$ cat config.mk
export PLATFORM = sky130hd
export DESIGN_NAME = optx_modulator
export DESIGN_NICKNAME = d
export VERILOG_FILES = /design/src/rtl/optx_pkg.sv /design/src/rtl/optx_carrier.sv /design/src/rtl/optx_cfg_shadow.sv /design/src/rtl/optx_route.sv /design/src/rtl/optx_modulator.sv
export SDC_FILE = /design/constraint.sdc
export NUM_CORES = 1
export LEC_CHECK = 0
export ABC_AREA = 1
export CORE_MARGIN = 2
export CORE_UTILIZATION = 54
export DETAILED_ROUTE_END_ITERATION = 10
export GPL_TIMING_DRIVEN = 1
export PLACE_DENSITY = 0.92
export SLEW_MARGIN = 0
export SYNTH_ARGS = -nofsm -noshare
export SYNTH_HDL_FRONTEND = slang
export SYNTH_SLANG_ARGS = --single-unit
$ cat constraint.sdc
create_clock -name clk -period 4.6 [get_ports clk]
set_clock_uncertainty 0.15 [all_clocks]
set_input_delay 0.92 -clock clk [delete_from_list [all_inputs] [get_ports clk]]
set_output_delay 0.92 -clock clk [all_outputs]
set_load 0.02 [all_outputs]
$ cat src/rtl/optx_pkg.sv
package optx_pkg;

  typedef enum logic [1:0] {
    SRC_SERIAL = 2'd0,
    SRC_VAR    = 2'd1,
    SRC_W      = 2'd2,
    SRC_GPIO   = 2'd3
  } src_e;

  typedef struct packed {
    src_e       src;
    logic       mod_en;
    logic [1:0] duty;
    logic       invert;
    logic       bitbang;
  } cfg_t;

  // Carrier high steps in one period: half the period, less one eighth per duty code.
  function automatic int unsigned high_steps(input int unsigned steps, input logic [1:0] duty);
    return steps / 2 - int'(duty) * (steps / 8);
  endfunction

  // Clocks per phase step, never below one.
  function automatic int unsigned step_div(input int unsigned clk_hz, input int unsigned carrier_hz,
                                           input int unsigned steps);
    int unsigned d;
    d = clk_hz / (carrier_hz * steps);
    return (d == 0) ? 1 : d;
  endfunction

endpackage

$ cat src/rtl/optx_carrier.sv
module optx_carrier
  import optx_pkg::*;
#(
  parameter int unsigned CLK_HZ     = 125_000_000,
  parameter int unsigned CARRIER_HZ = 38_000,
  parameter int unsigned STEPS_LOG2 = 5
) (
  input  logic                  clk,
  input  logic                  rst_n,
  input  logic [1:0]            duty,
  output logic [STEPS_LOG2-1:0] phase,
  output logic                  step_tick,
  output logic                  frame_end,
  output logic                  carrier
);
  localparam int unsigned STEPS = 1 << STEPS_LOG2;
  localparam int unsigned DIV   = step_div(CLK_HZ, CARRIER_HZ, STEPS);
  localparam int unsigned CW    = $clog2(DIV + 1);

  logic [CW-1:0]       pre_cnt;
  logic [STEPS_LOG2:0] hi_lim;

  assign step_tick = (pre_cnt == CW'(DIV - 1));
  assign frame_end = step_tick && (phase == '1);
  assign hi_lim    = (STEPS_LOG2 + 1)'(high_steps(STEPS, duty));
  assign carrier   = ({1'b0, phase} < hi_lim);

  always_ff @(posedge clk or negedge rst_n) begin
    if (!rst_n) begin
      pre_cnt <= '0;
      phase   <= '0;
    end else if (step_tick) begin
      pre_cnt <= '0;
      phase   <= phase + 1'b1;
    end else begin
      pre_cnt <= pre_cnt + 1'b1;
    end
  end

endmodule

$ cat src/rtl/optx_cfg_shadow.sv
module optx_cfg_shadow
  import optx_pkg::*;
(
  input  logic clk,
  input  logic rst_n,
  input  logic load,
  input  cfg_t cfg_in,
  output cfg_t cfg_q
);
  always_ff @(posedge clk or negedge rst_n) begin
    if (!rst_n)    cfg_q <= '0;
    else if (load) cfg_q <= cfg_in;
  end
endmodule

$ cat src/rtl/optx_route.sv
module optx_route
  import optx_pkg::*;
(
  input  logic clk,
  input  logic rst_n,
  input  cfg_t cfg,
  input  logic carrier,
  input  logic ser_tx,
  input  logic ser2_tx,
  input  logic pulse_var,
  input  logic pulse_w,
  input  logic gpio_tx,
  input  logic gpio5,
  output logic path_bit,
  output logic opt_tx,
  output logic alt_tx
);
  logic serial_val;
  logic picked;

  assign path_bit   = cfg.bitbang ? gpio5 : ser_tx;
  assign serial_val = cfg.mod_en ? (~path_bit & carrier) : path_bit;

  always_comb begin
    unique case (cfg.src)
      SRC_SERIAL: picked = serial_val;
      SRC_VAR:    picked = pulse_var;
      SRC_W:      picked = pulse_w;
      SRC_GPIO:   picked = gpio_tx;
      default:    picked = 1'b0;
    endcase
  end

  always_ff @(posedge clk or negedge rst_n) begin
    if (!rst_n) begin
      opt_tx <= 1'b0;
      alt_tx <= 1'b0;
    end else begin
      opt_tx <= picked ^ cfg.invert;
      alt_tx <= cfg.bitbang ? ser_tx : ser2_tx;
    end
  end
endmodule

$ cat src/rtl/optx_modulator.sv
module optx_modulator
  import optx_pkg::*;
#(
  parameter int unsigned CLK_HZ     = 125_000_000,
  parameter int unsigned CARRIER_HZ = 38_000,
  parameter int unsigned STEPS_LOG2 = 5
) (
  input  logic       clk,
  input  logic       rst_n,
  input  logic [1:0] cfg_src,
  input  logic       cfg_mod_en,
  input  logic [1:0] cfg_duty,
  input  logic       cfg_invert,
  input  logic       cfg_bitbang,
  input  logic       cfg_rx_off,
  input  logic       ser_tx,
  input  logic       ser2_tx,
  input  logic       pulse_var,
  input  logic       pulse_w,
  input  logic       gpio_tx,
  input  logic       gpio5,
  input  logic       opt_rx_pin,
  output logic       opt_tx,
  output logic       alt_tx,
  output logic       opt_rx_data
);
  cfg_t                  cfg_in;
  cfg_t                  cfg_q;
  logic [STEPS_LOG2-1:0] phase;
  logic                  step_tick;
  logic                  frame_end;
  logic                  carrier;
  logic                  path_bit;

  assign cfg_in = '{src: src_e'(cfg_src), mod_en: cfg_mod_en, duty: cfg_duty,
                    invert: cfg_invert, bitbang: cfg_bitbang};

  optx_carrier #(
    .CLK_HZ(CLK_HZ), .CARRIER_HZ(CARRIER_HZ), .STEPS_LOG2(STEPS_LOG2)
  ) u_carrier (
    .clk(clk), .rst_n(rst_n), .duty(cfg_q.duty), .phase(phase),
    .step_tick(step_tick), .frame_end(frame_end), .carrier(carrier)
  );

  optx_cfg_shadow u_shadow (
    .clk(clk), .rst_n(rst_n), .load(frame_end), .cfg_in(cfg_in), .cfg_q(cfg_q)
  );

  optx_route u_route (
    .clk(clk), .rst_n(rst_n), .cfg(cfg_q), .carrier(carrier),
    .ser_tx(ser_tx), .ser2_tx(ser2_tx), .pulse_var(pulse_var), .pulse_w(pulse_w),
    .gpio_tx(gpio_tx), .gpio5(gpio5), .path_bit(path_bit),
    .opt_tx(opt_tx), .alt_tx(alt_tx)
  );

  assign opt_rx_data = cfg_rx_off ? 1'b1 : opt_rx_pin;

endmodule

==> run_results.csv, run 1 <==
group,metric,value,unit
timing,worst_pin_slew,0.930,ns
critical_path,required,3.53,ns
routing,viasPerCell,4.90,
synth,async_flop_share,100,%
clocking,numClockSinks,21,
pwr,peakVddDrop,0.142,mV
critical_path,worstPathArrival,2.17,ns
synth,yosysSeqAreaShare,47.8,%
synth,synth.ff_latch_count,21,
finish,fin_area,1340,µm²
pwr,p_total,0.320,mW
placed_design,globalplace.congestion,0.764,
timing,post-route-period-util,70.5,%
clocking,htreeDepth,1,
critical_path,end_kind,"primary output",
global_route,grt_pass1_vias,885,
synth,synth_top_area_share,47.8,%
synth,avgSynthCellArea,8.87,µm²
routing,routed_wl,2130,µm
floorplan,initial_core_util,56.6,%
synth,synth.most_common_cell,"nand2_1",
timing,hold_ws,0.356,ns
routing,drtPass1Iterations,4,
finish,num_antenna_cells,0,
finish,drive_above_1_share,14.4,%
placed_design,dpl.hpwl,1670,µm
global_route,grt_max_degree,22,
synth,yosys_most_used_dff,"dfrtp_1",
placed_design,post-place-cells,169,
timing,slew_violations,0,
floorplan,dieArea,2410,µm²
critical_path,crit_type,"in2out",
placed_design,port_buffers,19,
finish,final_util,69.0,%
clocking,post_cts_resize_count,0,
critical_path,crit_path_max_fanout,1,
timing,finalCriticalPeriod,3.24,ns
timing,hold_violations,0,
finish,stdcell_count,173,
timing,setup_ws,1.36,ns
timing,fmax,308,MHz
finish,multi_input_comb_area,490,µm²
synth,synth_edf_count,0,
routing,drcViolationCount,0,
clocking,cts_tree,"built",
status,outcome,"complete, no violations",
floorplan,core_area,1940,µm²
clocking,clock-root-buffer,"clkbuf_4",
routing,first_iter_violations,9,
synth,syn_nets,148,
placed_design,post-place-ws,1.35,ns
timing,tns,0,ns
floorplan,die_w,49.1,µm
synth,synth_common_cells,"27 x nand2_1, 21 x dfrtp_1, 17 x inv_1",
synth,yosysWarnings,0,
global_route,antenna_found_initial,0,
finish,fill_cells,158,
timing,rsz0062_at_grt,"false",
synth,synth_cell_types,20,
finish,layout-area-overhead-vs-synth,21.8,%
global_route,grt_overflow,0,
clocking,hold_buffers,0,
placed_design,placed_area,1310,µm²
global_route,grt_usage,19.7,%
synth,synthCells,124,
synth,yosysTopAreaCell,"dfrtp_1",
clocking,cts_buffers,3,
timing,setup_violations,0,
critical_path,worstSetupStartpointType,"input pin",
clocking,post_cts_buffers,0,
synth,ys_top_cells_by_area,"dfrtp_1 48%, nand2_1 9.2%, ha_1 8.0%, inv_1 5.8%, a21oi_2 4.8%",
synth,synth_area,1100,µm²
clocking,clk_latency,0.31,ns
pwr,p_leak,0.683,nW
floorplan,io_pins,20,
finish,layout.nets,171,
routing,avgRoutedWirePerCell,12.3,µm
floorplan,rows,16,
routing,postRouteAntennaNets,0,
timing,slew-limit-headroom,37.8,%
finish,ff_latch_area,526,µm²
floorplan,fp.dieH,49.1,µm
clocking,cts_buffer_depth,2,
global_route,grt_first_pass_wirelength,3710,µm
hold_path,hp-class,"reg2reg",
clocking,clk_pin_slew,0.12,ns
routing,via_count,847,
flow_run,drv_cap,0,
pwr,power.density,239,nW/µm²
-- metal layers --
layer  track usage (%)  vias to the layer above  share of wire, %
li1                  -                      432                 -
met1              23.3                      394                43
met2              36.3                       17                52
met3              3.68                        4               3.7
met4              4.76                        0               1.3
met5                 0                        -                 0
-- worst max-delay path, stage by stage --
cell             delay [ns]
clkdlybuf4s50_1        0.42
or2_2                  0.30
clkdlybuf4s50_1        0.54
-- power by group --
group	internal (mW)	total, mW	switching (mW)	leakage (nW)
Clock	0.0325	0.0915	0.0590	0.0177
Combinational	0.0209	0.0378	0.0169	0.410
Sequential	0.189	0.190	0.00174	0.255
-- cell type report --
type                       instances  area share, %
timing repair buffer              19           14.2
sequential                        21           39.2
clock inverter                     1          0.373
tap                               27           2.52
clock buffer                       3           1.68
inverter                          18           5.42
multi-input combinational         84           36.6
-- sequential cells by signal (all words and copies together), names as in the netlist --
name,cells
u_carrier.pre_cnt,7
u_route.opt_tx,1
u_shadow.cfg_q,7
u_route.alt_tx,1
u_carrier.phase,5
-- final timing paths --
| path | from | to | slack [ns] | depth (start not counted) |
|---|---|---|---|---|
| worst max register to register | u_shadow.cfg_q[2]$_DFFE_PN0P_ | u_route.opt_tx$_DFF_PN0_ | 2.83 | 11 |
| worst min register to register | u_shadow.cfg_q[1]$_DFFE_PN0P_ | u_route.opt_tx$_DFF_PN0_ | 0.36 | 2 |
| worst max-delay path | cfg_rx_off | opt_rx_data | 1.36 | 3 |
| max in group asynchronous | rst_n | u_carrier.pre_cnt[0]$_DFF_PN0_ | 2.77 | 1 |
| worst min-delay path | u_shadow.cfg_q[1]$_DFFE_PN0P_ | u_route.opt_tx$_DFF_PN0_ | 0.36 | 2 |
| min in group asynchronous | rst_n | u_shadow.cfg_q[3]$_DFFE_PN0P_ | 0.97 | 1 |
-- cell families (layout without fill, tap and decap cells) --
group,Yosys count,in the layout,share of synthesized area (%)
adders and majority gates,7,7,7.96
AOI/OAI and AO/OA,16,16,9.33
buffers and inverters,19,41,7.62
xor gates and xnor gates,3,3,2.39
DFF,21,21,47.8
and+or+nand+nor,58,58,24.9
-- placed cells by master, fill, tap and decap left out --
master           count
clkdlybuf4s50_1     19
nand2_2              1
a21oi_2              6
nand2_4              2
clkinv_2             1
nor2_2               3
nor2_4               2
clkbuf_4             3
o21ai_0              3
and3_1               1
nand2_1             27
nor2_1              13
a21oi_1              7
or2_2                2
ha_1                 7
inv_6                1
inv_1               17
nand3_1              4
xor2_1               2
nor3_1               3
dfrtp_1             21
xnor2_1              1
No activity file was read; power rests on OpenSTA's default activity.
==> inputs of run 2 (changes only) <==
--- a/config.mk
+++ b/config.mk
@@ -7,10 +7,10 @@
 export LEC_CHECK = 0
 export ABC_AREA = 1
 export CORE_MARGIN = 2
-export CORE_UTILIZATION = 54
+export CORE_UTILIZATION = 51
 export DETAILED_ROUTE_END_ITERATION = 10
 export GPL_TIMING_DRIVEN = 1
-export PLACE_DENSITY = 0.92
+export PLACE_DENSITY = 0.88
 export SLEW_MARGIN = 0
 export SYNTH_ARGS = -nofsm -noshare
 export SYNTH_HDL_FRONTEND = slang
==> constraint.sdc (replaced) <==
create_clock -name clk -period 3.3 [get_ports clk]
set_clock_uncertainty 0.15 [all_clocks]
set_input_delay 0.66 -clock clk [delete_from_list [all_inputs] [get_ports clk]]
set_output_delay 0.66 -clock clk [all_outputs]
set_load 0.02 [all_outputs]
==> run_results.csv, run 2 (synthesis results as in run 1) <==
group,metric,value,unit
status,outcome,"complete, no violations",
routing,drtPass1Iterations,4,
critical_path,crit_chain,"clkdlybuf4s50_1 > or2_2 > clkdlybuf4s50_1",
pwr,p_total,0.439,mW
placed_design,globalplace.congestion,0.771,
critical_path,cp_slowest_stage_delay,0.53,ns
placed_design,post-place-cells,169,
clocking,clk_pin_slew,0.11,ns
timing,worst_pin_slew,0.907,ns
finish,layout.nets,171,
clocking,cts_tree,"built",
clocking,cts_buffers,3,
finish,final_util,66.9,%
global_route,grt_overflow,0,
floorplan,core_area,2000,µm²
clocking,numClockSinks,21,
critical_path,worstSetupStartpointType,"input pin",
finish,final_common_cell,"nand2_1",
critical_path,required,2.49,ns
global_route,antenna_found_initial,0,
clocking,post_cts_buffers,0,
floorplan,dieArea,2540,µm²
placed_design,dpl.hpwl,1560,µm
finish,top_regs,"u_carrier.pre_cnt: 7 flops, u_shadow.cfg_q: 7 flops, u_carrier.phase: 5 flops",
routing,viasPerCell,4.86,
placed_design,port_buffers,19,
finish,num_antenna_cells,0,
timing,post-route-period-util,81.3,%
routing,routed_wl,1950,µm
hold_path,hp-class,"reg2reg",
clocking,clk_latency,0.30,ns
global_route,grt_usage,18.5,%
timing,rsz0062_at_grt,"false",
critical_path,crit_family,"buffers and inverters",
floorplan,initial_core_util,54.9,%
routing,first_iter_violations,14,
routing,via_count,841,
clocking,post_cts_resize_count,0,
floorplan,die_w,50.4,µm
finish,layout-area-overhead-vs-synth,21.7,%
finish,drive_above_1_share,13.7,%
floorplan,io_pins,20,
critical_path,crit_type,"in2out",
routing,postRouteAntennaNets,0,
floorplan,rows,16,
critical_path,end_kind,"primary output",
pwr,power.density,328,nW/µm²
pwr,p_leak,0.680,nW
timing,slew_violations,0,
global_route,grt_first_pass_wirelength,3460,µm
global_route,grt_pass1_vias,837,
critical_path,worstPathArrival,1.87,ns
critical_path,crit_buf_inv,2,
timing,tns,0,ns
critical_path,slowest_stage,"clkdlybuf4s50_1",
floorplan,fp.dieH,50.4,µm
clocking,cts_buffer_depth,2,
routing,drcViolationCount,0,
finish,stdcell_count,173,
timing,hold_violations,0,
timing,setup_ws,0.616,ns
pwr,peakVddDrop,0.227,mV
placed_design,post-place-ws,0.615,ns
global_route,grt_max_degree,22,
flow_run,drv_cap,0,
routing,avgRoutedWirePerCell,11.3,µm
timing,slew-limit-headroom,39.3,%
clocking,htreeDepth,1,
clocking,hold_buffers,0,
timing,finalCriticalPeriod,2.68,ns
timing,setup_violations,0,
finish,final_cell_mix,"27 x nand2_1, 21 x dfrtp_1, 19 x clkdlybuf4s50_1",
critical_path,crit_path_max_fanout,1,
timing,fmax,373,MHz
clocking,clock-root-buffer,"clkbuf_4",
critical_path,crit_top_cell,"clkdlybuf4s50_1",
run 2: report_power, final:
group          switching, mW  internal (mW)  total [mW]
Sequential           0.00205          0.263       0.265
Combinational         0.0231         0.0292      0.0523
Clock                 0.0748         0.0472       0.122
Total                 0.0999          0.339       0.439
run 2: final timing paths:
| kind | slack (ns) | depth (start not counted) | end | startpoint |
|---|---|---|---|---|
| setup / recovery | 0.62 | 3 | opt_rx_data | cfg_rx_off |
| hold / removal | 0.34 | 1 | u_carrier.pre_cnt[0]$_DFF_PN0_ | u_carrier.pre_cnt[0]$_DFF_PN0_ |
| setup reg to reg | 1.51 | 11 | u_route.opt_tx$_DFF_PN0_ | u_shadow.cfg_q[2]$_DFFE_PN0P_ |
| hold reg to reg | 0.34 | 1 | u_carrier.pre_cnt[0]$_DFF_PN0_ | u_carrier.pre_cnt[0]$_DFF_PN0_ |
| max in group asynchronous | 1.74 | 1 | u_carrier.pre_cnt[2]$_DFF_PN0_ | rst_n |
| min in group asynchronous | 0.71 | 1 | u_shadow.cfg_q[6]$_DFFE_PN0P_ | rst_n |
run 2: layout make-up:
cell class	count	area [µm²]
repair buffers	19	190
multi-input cells	84	490
fillers	153	663
well taps	27	33.8
flip-flops and latches	21	526
clock buffers	4	26.3
inverters	18	72.6
run 2: worst reg2reg max path, delay by kind of cell (launching register included):
| family | cells | cell delay, ns |
|---|---|---|
| and+or+nand+nor | 7 | 0.70 |
| buffers and inverters | 2 | 0.13 |
| adders and majority gates | 2 | 0.32 |
| DFF | 1 | 0.39 |
run 2: metrics by stage:
step                instance area (µm²)  hold WS, ns
floorplan                          1100        0.214
global placement                   1310        0.305
detailed placement                 1310        0.327
CTS                                1340        0.349
global route                       1340        0.370
finish                             1340        0.344
run 2: layer usage:
metal  vias to the layer above  wire length (µm)  GRT usage (%)
li1                        431                 -              -
met1                       393               828           20.1
met2                        13              1020           35.3
met3                         4                59           2.68
met4                         0                39           8.11
met5                         -                 0              0
==> inputs of run 3 (changes only) <==
--- a/config.mk
+++ b/config.mk
@@ -7,10 +7,10 @@
 export LEC_CHECK = 0
 export ABC_AREA = 1
 export CORE_MARGIN = 2
-export CORE_UTILIZATION = 51
+export CORE_UTILIZATION = 46
 export DETAILED_ROUTE_END_ITERATION = 10
 export GPL_TIMING_DRIVEN = 1
-export PLACE_DENSITY = 0.88
+export PLACE_DENSITY = 0.84
 export SLEW_MARGIN = 0
 export SYNTH_ARGS = -nofsm -noshare
 export SYNTH_HDL_FRONTEND = slang
==> constraint.sdc (replaced) <==
create_clock -name clk -period 2.42 [get_ports clk]
set_clock_uncertainty 0.15 [all_clocks]
set_input_delay 0.484 -clock clk [delete_from_list [all_inputs] [get_ports clk]]
set_output_delay 0.484 -clock clk [all_outputs]
set_load 0.02 [all_outputs]
==> run_results.csv, run 3 (synthesis results as in run 1) <==
group,metric,value,unit
status,outcome,"complete, no violations",
pwr,p_total,0.610,mW
global_route,grt_overflow,0,
finish,layout-area-overhead-vs-synth,22.6,%
timing,fmax,432,MHz
clocking,cts_buffers,3,
clocking,post_cts_buffers,0,
critical_path,critPathLaunch,"cfg_rx_off",
finish,drive_above_1_share,15.0,%
global_route,grt_first_pass_wirelength,3170,µm
pwr,peakVddDrop,0.241,mV
routing,first_iter_violations,14,
timing,rsz0062_at_grt,"false",
timing,setup_ws,0.105,ns
clocking,htreeDepth,1,
global_route,grt_pass1_vias,755,
routing,viasPerCell,4.74,
placed_design,port_buffers,19,
global_route,antenna_found_initial,0,
finish,top_regs,"u_carrier.pre_cnt: 7 flops, u_shadow.cfg_q: 7 flops, u_carrier.phase: 5 flops",
hold_path,hp-class,"in2async",
critical_path,reg2reg_slack,0.69,ns
clocking,cts_buffer_depth,2,
finish,fill_cells,198,
critical_path,slowest_stage,"clkdlybuf4s50_1",
floorplan,io_pins,20,
timing,slew-limit-headroom,81.9,%
routing,routed_wl,1820,µm
clocking,numClockSinks,21,
routing,via_count,830,
routing,drcViolationCount,0,
floorplan,core_area,2230,µm²
critical_path,rr_worst_depth,11,
finish,num_antenna_cells,0,
clocking,cts_tree,"built",
timing,finalCriticalPeriod,2.32,ns
clocking,hold_buffers,0,
finish,multi_input_comb_area,490,µm²
pwr,p_leak,0.688,nW
floorplan,rows,17,
routing,drtPass1Iterations,4,
critical_path,cp_slowest_stage_delay,0.53,ns
critical_path,end_kind,"primary output",
global_route,grt_max_degree,22,
floorplan,fp.dieH,52.9,µm
finish,fin_area,1350,µm²
placed_design,dpl.hpwl,1410,µm
finish,final_cell_mix,"27 x nand2_1, 21 x dfrtp_1, 19 x clkdlybuf4s50_1",
critical_path,worstPathArrival,1.68,ns
flow_run,drv_cap,0,
floorplan,die_w,52.9,µm
critical_path,r2r-end,"u_route.opt_tx$_DFF_PN0_",
critical_path,r2r_start,"u_shadow.cfg_q[2]$_DFFE_PN0P_",
global_route,grt_usage,15.8,%
placed_design,post-place-ws,0.0997,ns
finish,layout.nets,172,
clocking,post_cts_resize_count,0,
timing,worst_pin_slew,0.269,ns
finish,final_common_cell,"nand2_1",
timing,setup_violations,0,
floorplan,initial_core_util,49.2,%
critical_path,crit_chain,"clkdlybuf4s50_1 > or2_2 > clkdlybuf4s50_1",
clocking,clock-root-buffer,"clkbuf_4",
critical_path,crit_type,"in2out",
timing,hold_ws,0.336,ns
critical_path,required,1.79,ns
placed_design,placed_area,1320,µm²
timing,hold_violations,0,
finish,ff_latch_area,526,µm²
timing,slew_violations,0,
clocking,clk_pin_slew,0.12,ns
pwr,power.density,452,nW/µm²
critical_path,worstSetupStartpointType,"input pin",
critical_path,crit_top_cell,"clkdlybuf4s50_1",
placed_design,globalplace.congestion,0.688,
floorplan,dieArea,2800,µm²
routing,avgRoutedWirePerCell,10.4,µm
critical_path,crit_path_max_fanout,1,
routing,postRouteAntennaNets,0,
clocking,clk_latency,0.32,ns
timing,post-route-period-util,95.7,%
timing,tns,0,ns
[run 3: changes by cell type in the layout (fill, tap and decap cells not counted), sizes merged]
cell / delta
clkbuf: -1
clkinv: +1
buf: +1
[run 3: layout make-up]
| type | count | area share [%] |
|---|---|---|
| Clock buffer | 3 | 1.67 |
| Multi-Input combinational cell | 84 | 36.4 |
| Tap cell | 28 | 2.60 |
| Clock inverter | 1 | 0.371 |
| Inverter | 18 | 5.38 |
| Sequential cell | 21 | 39.0 |
| Timing Repair Buffer | 20 | 14.7 |
[run 3: per-stage QoR]
stage | instances | util (%)
6_report | 175 | 60.4
5_1_grt | 175 | 60.4
4_1_cts | 175 | 60.4
3_5_place_dp | 171 | 59.2
3_3_place_gp | 171 | 59.2
2_1_floorplan | 124 | -
[run 3: routing by layer]
metal / up-vias / share of wire, % / track usage (%)
met5: - / 0 / 0
met4: 0 / 3.8 / 11.5
met3: 5 / 4.2 / 1.41
met2: 15 / 47 / 26.0
met1: 376 / 45 / 19.2
li1: 434 / - / -
[run 3: critical path: cells and delay by family]
kind,cells,cell delay (ns)
buffers and inverters,2,0.91
AND/OR/NAND/NOR,1,0.28
[run 3: report_power, final]
part	internal (mW)	switching (mW)	total, mW
registers	0.359	0.00311	0.362
clock network	0.0620	0.115	0.177
logic	0.0409	0.0304	0.0713
[run 3: worst max-delay path by stage]
| stage | end | slack, ns | cells after the start |
|---|---|---|---|
| CTS | opt_rx_data | 0.10 | 3 |
| floorplan | u_route.opt_tx$_DFF_PN0_ | 0.78 | 11 |
| finish | opt_rx_data | 0.10 | 3 |
| global route | opt_rx_data | 0.09 | 3 |
| global placement | opt_rx_data | 0.09 | 3 |
| detailed placement | opt_rx_data | 0.1 | 3 |
